==> src/rtl/intr_arb_pkg.sv <==
package intr_arb_pkg;
  localparam int NSRC   = 5;
  localparam int VW     = 3;
  localparam int DW     = 8;
  localparam int GBIT   = 7;
  localparam logic [DW-1:0] EN_KEEP = 8'h9F;

  // lowest set index of a request vector (0 if empty)
  function automatic logic [VW-1:0] lowest_idx(input logic [NSRC-1:0] v);
    logic [VW-1:0] r;
    r = '0;
    for (int i = NSRC - 1; i >= 0; i--) begin
      if (v[i]) r = VW'(i);
    end
    return r;
  endfunction

  // mask of indices strictly below idx
  function automatic logic [NSRC-1:0] below_mask(input logic [VW-1:0] idx);
    logic [NSRC-1:0] m;
    m = '0;
    for (int i = 0; i < NSRC; i++) begin
      if (VW'(i) < idx) m[i] = 1'b1;
    end
    return m;
  endfunction
endpackage

==> src/rtl/intr_arb_regs.sv <==
module intr_arb_regs
  import intr_arb_pkg::*;
(
  input  logic            clk,
  input  logic            rst_n,
  input  logic            we,
  input  logic            sel,
  input  logic [DW-1:0]   wdata,
  output logic [DW-1:0]   rdata,
  output logic [NSRC-1:0] en_src,
  output logic            en_all,
  output logic [NSRC-1:0] prio
);
  logic [DW-1:0]   wkeep;
  logic [NSRC-1:0] en_q, pr_q;
  logic            all_q;

  assign wkeep = wdata & EN_KEEP;

  always_ff @(posedge clk or negedge rst_n) begin
    if (!rst_n) begin
      en_q  <= '0;
      all_q <= 1'b0;
      pr_q  <= '0;
    end else if (we) begin
      if (sel) begin
        pr_q <= wdata[NSRC-1:0];
      end else begin
        en_q  <= wkeep[NSRC-1:0];
        all_q <= wkeep[GBIT];
      end
    end
  end

  always_comb begin
    rdata = '0;
    if (sel) begin
      rdata[NSRC-1:0] = pr_q;
    end else begin
      rdata[NSRC-1:0] = en_q;
      rdata[GBIT]     = all_q;
    end
  end

  assign en_src = en_q;
  assign en_all = all_q;
  assign prio   = pr_q;

  assert_glob_wr_R4: assert property (@(posedge clk) disable iff (!rst_n)
    (we && !sel) |=> (en_all == $past(wdata[GBIT])));
  assert_prio_wr_R5: assert property (@(posedge clk) disable iff (!rst_n)
    (we && sel) |=> (prio == $past(wdata[NSRC-1:0])));
endmodule

==> src/rtl/intr_arb_sample.sv <==
module intr_arb_sample
  import intr_arb_pkg::*;
(
  input  logic            clk,
  input  logic            rst_n,
  input  logic [NSRC-1:0] raw,
  output logic [NSRC-1:0] smp
);
  always_ff @(posedge clk or negedge rst_n) begin
    if (!rst_n) smp <= '0;
    else        smp <= raw;
  end
endmodule

==> src/rtl/intr_arb_select.sv <==
module intr_arb_select
  import intr_arb_pkg::*;
(
  input  logic [NSRC-1:0] smp,
  input  logic [NSRC-1:0] en_src,
  input  logic            en_all,
  input  logic [NSRC-1:0] prio,
  input  logic            ins_hi,
  input  logic            ins_lo,
  output logic            req,
  output logic [VW-1:0]   vec,
  output logic            lvl
);
  logic [NSRC-1:0] elig, hi_set, lo_set;

  assign elig   = smp & en_src & {NSRC{en_all}};
  assign hi_set = elig & prio;
  assign lo_set = elig & ~prio;

  always_comb begin
    req = 1'b0;
    lvl = 1'b0;
    vec = '0;
    if (!ins_hi && (hi_set != '0)) begin
      req = 1'b1;
      lvl = 1'b1;
      vec = lowest_idx(hi_set);
    end else if (!ins_hi && !ins_lo && (lo_set != '0)) begin
      req = 1'b1;
      vec = lowest_idx(lo_set);
    end
  end
endmodule

==> src/rtl/intr_arb_inservice.sv <==
module intr_arb_inservice (
  input  logic clk,
  input  logic rst_n,
  input  logic grant,
  input  logic grant_lvl,
  input  logic ret,
  output logic ins_hi,
  output logic ins_lo
);
  logic clr_hi, clr_lo, set_hi, set_lo;

  assign clr_hi = ret && ins_hi;
  assign clr_lo = ret && !ins_hi;
  assign set_hi = grant && grant_lvl;
  assign set_lo = grant && !grant_lvl;

  always_ff @(posedge clk or negedge rst_n) begin
    if (!rst_n) begin
      ins_hi <= 1'b0;
      ins_lo <= 1'b0;
    end else begin
      ins_hi <= (ins_hi && !clr_hi) || set_hi;
      ins_lo <= (ins_lo && !clr_lo) || set_lo;
    end
  end

  assert_ret_hi_R9: assert property (@(posedge clk) disable iff (!rst_n)
    (ret && ins_hi && !grant) |=> !ins_hi);
  assert_ret_lo_R9: assert property (@(posedge clk) disable iff (!rst_n)
    (ret && ins_lo && !ins_hi && !grant) |=> !ins_lo);
  assert_ret_keep_lo_R9: assert property (@(posedge clk) disable iff (!rst_n)
    (ret && ins_hi && ins_lo) |=> ins_lo);
endmodule

==> src/rtl/intr_prio_arb.sv <==
module intr_prio_arb
  import intr_arb_pkg::*;
(
  input  logic          clk,
  input  logic          rst_n,
  input  logic          reg_we,
  input  logic          reg_sel,
  input  logic [7:0]    reg_wdata,
  output logic [7:0]    reg_rdata,
  input  logic [4:0]    src_req,
  output logic          cpu_req,
  output logic [2:0]    cpu_vec,
  output logic          cpu_lvl,
  input  logic          cpu_ack,
  input  logic          irq_ret
);
  logic [NSRC-1:0] en_src, prio, smp;
  logic            en_all, ins_hi, ins_lo;
  logic            grant;

  intr_arb_regs u_regs (
    .clk(clk), .rst_n(rst_n), .we(reg_we), .sel(reg_sel), .wdata(reg_wdata),
    .rdata(reg_rdata), .en_src(en_src), .en_all(en_all), .prio(prio)
  );

  intr_arb_sample u_smp (
    .clk(clk), .rst_n(rst_n), .raw(src_req), .smp(smp)
  );

  intr_arb_select u_sel (
    .smp(smp), .en_src(en_src), .en_all(en_all), .prio(prio),
    .ins_hi(ins_hi), .ins_lo(ins_lo),
    .req(cpu_req), .vec(cpu_vec), .lvl(cpu_lvl)
  );

  assign grant = cpu_req && cpu_ack;

  intr_arb_inservice u_ins (
    .clk(clk), .rst_n(rst_n), .grant(grant), .grant_lvl(cpu_lvl),
    .ret(irq_ret), .ins_hi(ins_hi), .ins_lo(ins_lo)
  );

  // named events for the checks below
  logic [NSRC-1:0] lvl_pool;
  logic            vec_in_pool, lower_free;
  assign lvl_pool    = smp & en_src & (cpu_lvl ? prio : ~prio);
  assign vec_in_pool = ((lvl_pool >> cpu_vec) & NSRC'(1)) != '0;
  assign lower_free  = (lvl_pool & below_mask(cpu_vec)) == '0;

  assert_master_gate_R4: assert property (@(posedge clk) disable iff (!rst_n)
    cpu_req |-> en_all);
  assert_sampled_src_R6: assert property (@(posedge clk) disable iff (!rst_n)
    cpu_req |-> ((($past(src_req) >> cpu_vec) & 5'd1) != 5'd0));
  assert_pick_lowest_R7: assert property (@(posedge clk) disable iff (!rst_n)
    cpu_req |-> (vec_in_pool && lower_free));
  assert_high_first_R7: assert property (@(posedge clk) disable iff (!rst_n)
    (cpu_req && !cpu_lvl) |-> ((smp & en_src & prio) == '0));
  assert_hi_blocks_R8: assert property (@(posedge clk) disable iff (!rst_n)
    ins_hi |-> !cpu_req);
  assert_lo_only_hi_R8: assert property (@(posedge clk) disable iff (!rst_n)
    (ins_lo && cpu_req) |-> cpu_lvl);
  assert_ack_idle_R10: assert property (@(posedge clk) disable iff (!rst_n)
    (cpu_ack && !cpu_req && !irq_ret) |=> ($stable(ins_hi) && $stable(ins_lo)));
endmodule

==> config.mk <==
export PLATFORM = sky130hd
export DESIGN_NAME = intr_prio_arb
export DESIGN_NICKNAME = d
export VERILOG_FILES = /design/src/rtl/intr_arb_pkg.sv /design/src/rtl/intr_arb_regs.sv /design/src/rtl/intr_arb_sample.sv /design/src/rtl/intr_arb_select.sv /design/src/rtl/intr_arb_inservice.sv /design/src/rtl/intr_prio_arb.sv
export SDC_FILE = /design/constraint.sdc
export NUM_CORES = 1
export LEC_CHECK = 0
export BUFFER_PORTS_ARGS = -buffer_cell sky130_fd_sc_hd__clkbuf_2
export CORE_ASPECT_RATIO = 1.25
export CORE_UTILIZATION = 40
export DETAILED_ROUTE_END_ITERATION = 8
export GPL_TIMING_DRIVEN = 0
export PLACE_DENSITY = 0.68
export SETUP_SLACK_MARGIN = 0.5
export SLEW_MARGIN = 20
export SYNTH_ARGS = -nofsm -noshare
export SYNTH_HDL_FRONTEND = slang
export SYNTH_SLANG_ARGS = --single-unit
export TNS_END_PERCENT = 10
==> constraint.sdc <==
create_clock -name clk -period 1.2 [get_ports clk]
set_input_delay 0.06 -clock clk [delete_from_list [all_inputs] [get_ports clk]]
set_output_delay 0.06 -clock clk [all_outputs]
set_load 0.01 [all_outputs]
==> impl_metrics.json <==
{
  "netlist_instances": 82,
  "vias": 811,
  "grt_setup_unrepaired": "true",
  "start_util_pct": 42.8,
  "p_total_mw": 1.70,
  "dp_slack_ps": -335,
  "drt-total-wl_mm": 2.26,
  "grt_usage_pct": 20.2,
  "cts_made_buffers": 3,
  "yosysWarnings": 0,
  "async_flop_share_pct": 100,
  "p_seq_share_pct": 46.1,
  "htreeDepth": 1,
  "synth_edf_count": 0,
  "status": "finished, violations left",
  "ys_types": 27,
  "root_buffer": "clkbuf_4",
  "overflow": 0,
  "fin_hold_ws_ps": 16.8,
  "dp_hpwl_mm": 1.53,
  "power.share.clock_pct": 16.6,
  "sw_frac_of_total_pct": 32.5,
  "final.period_utilization_pct": 154,
  "first_pass_iters": 4,
  "setup_violations": 8,
  "die-area_sq_um": 2590,
  "crit_fanout": 5,
  "finClkSkew_ps": 4.83,
  "drive_gt1_share_pct": 52.8,
  "period_minus_slack_ps": 1850,
  "power.density_nw_per_um2": 1270,
  "vdd_drop_max_v": 0.00105,
  "drt-initial-drc-count": 21,
  "syn_area_per_cell_sq_um": 11.7,
  "synth_top_cells_by_count": "dfrtp_1, mux2_2, nand4_1",
  "grt_pass1_vias": 846,
  "syn-cell-area_sq_um": 956,
  "fill_cells": 203,
  "p_sw_mw": 0.551,
  "layout_setup_ws_ps": -651,
  "cts_sinks": 18,
  "worst-setup-path-type": "reg2out",
  "p_leak_nw": 0.661,
  "synth_most_common_cell": "dfrtp_1",
  "combinationalPowerShare_pct": 37.3,
  "die_w_microns": 45.7,
  "violations": "setup timing",
  "yosys_register_bits": 18,
  "drv_slew": 0,
  "p_int_mw": 1.15,
  "syn_to_final_growth_pct": 39.8,
  "grt_pass1_wl_mm": 3.86,
  "port_buffers": 26,
  "met2_length_mm": 1.19,
  "yosysTopAreaCell": "dfrtp_1",
  "clk_latency_ps": 280,
  "wl_met1_microns": 983,
  "cts_buffer_depth": 2,
  "crit_required_ps": 1140,
  "core_area_sq_um": 2230,
  "clkTransAtPathRegs_ps": 90,
  "antenna_found_initial": 0,
  "arrival_ps": 1790,
  "ys_seq_area_share_pct": 47.1,
  "hold_class": "in2reg",
  "drc": 0,
  "hold_violations": 0,
  "start_kind": "register",
  "rows": 19,
  "pin_count": 32,
  "ys.flop_type": "dfrtp_1",
  "num_antenna_cells": 0,
  "cp-end-kind": "primary output",
  "fin_nets": 146,
  "max_cap_viol_count": 0,
  "fmax_ghz": 0.540,
  "top_layer": "met4",
  "synth_area_leaders": "dfrtp_1, mux2_2, nand4_1",
  "synth.top_cell.area_share_pct": 47.1,
  "grt_max_degree": 19,
  "routed_via_density": 5.20,
  "ant_nets": 0,
  "wl_met3_microns": 43,
  "gp_congestion": 0.769,
  "cts_tree": "built",
  "wire_per_inst_microns": 14.5,
  "die_h_microns": 56.7
}
## power groups by stage
stage / Clock [mW] / Combinational (mW) / Sequential, mW
4_1_cts: 0.291 / 0.591 / 0.774
3_5_place_dp: 0 / 0.507 / 0.784
5_1_grt: 0.314 / 0.685 / 0.800
2_1_floorplan: 0 / 0.358 / 0.757
6_report: 0.282 / 0.634 / 0.783
3_3_place_gp: 0 / 0.496 / 0.774
## metal layers
| metal | vias up | GRT usage (%) |
|---|---|---|
| met3 | 4 | 1.61 |
| met4 | 0 | 9.24 |
| met1 | 400 | 27.7 |
| met5 | - | 0 |
| met2 | 14 | 31.6 |
| li1 | 393 | - |
## worst paths after layout
check / slack [ps] / depth (start not counted) / startpoint / endpoint
worst min register to register: 570 / 1 / u_regs.prio[3] / u_regs.prio[3]
min in group asynchronous: 230 / 2 / rst_n / u_ins.ins_lo
max in group asynchronous: 640 / 2 / rst_n / u_regs.prio[4]
worst max register to register: -330 / 6 / u_regs.en_all / u_ins.ins_lo
worst min-delay path: 20 / 2 / reg_wdata[7] / u_regs.en_all
worst max-delay path: -650 / 6 / u_regs.en_all / cpu_vec[2]
## registers in the layout, summed over array words and instances, names as in the netlist
name	count
u_regs.en_src	5
u_regs.prio	5
u_smp.smp	5
u_ins.ins_hi	1
u_ins.ins_lo	1
u_regs.en_all	1
## cells by family (layout without fill, tap and decap cells)
| logic type | after synthesis | in the layout | share of synthesized area, % |
|---|---|---|---|
| other | 1 | 2 | 0.392 |
| and+or+nand+nor | 26 | 26 | 19.9 |
| muxes | 16 | 16 | 18.8 |
| DFF | 18 | 18 | 47.1 |
| buffers and inverters | 8 | 50 | 4.58 |
| AOI/OAI and AO/OA | 13 | 13 | 9.16 |
## critical path: stages (launching register included)
cell and delay, ps:
dfrtp_1 430, buf_6 150, and4b_1 210, nor4_4 210, a21oi_1 150, nor4_2 180, buf_2 180
## layout make-up
| cell class | count | area, sq um | share of cell area [%] |
|---|---|---|---|
| timing repair buffer | 39 | 249 | 18.6 |
| sequential | 18 | 452 | 33.8 |
| buffer | 5 | 36.3 | 2.72 |
| multi-input combinational | 57 | 527 | 39.4 |
| inverter | 3 | 11.3 | 0.843 |
| clock buffer | 3 | 22.5 | 1.69 |
| tap | 31 | 38.8 | 2.90 |
## placed cells by master (no fill, tap or decap), drive strengths merged, types with 2 or more instances in the layout
cell / Yosys / layout
dfrtp: 18 / 18
and4b: 4 / 4
mux2: 16 / 16
nand4: 7 / 7
dlygate4sd3: 0 / 7
buf: 5 / 13
nand2: 3 / 3
a21oi: 4 / 4
o21ai: 2 / 2
nor4: 2 / 2
clkbuf: 0 / 27
nor2: 3 / 3
nor2b: 3 / 3
inv: 3 / 3
conb: 1 / 2
nand3: 2 / 2
## stage by stage
step	instance area, sq um	setup TNS (ps)	instances	util [%]
final	1340	-3530	156	59.8
after global routing	1340	-4460	156	59.8
after CTS	1310	-3240	154	58.4
after detailed placement	1140	-1870	140	50.9
after global placement	1140	-1560	140	50.9
after floorplan	968	-427	83	-
## repair_timing
action                     in CTS  in global routing
hold buffers                    7                  0
hold endpoints to repair       24                  0
gates resized for setup        12                  6
gates cloned                    1                  0
buffers inserted                3                  2
pin swaps                       8                  1
setup endpoints to repair      24                 24
Power figures use the tool's default switching activity.
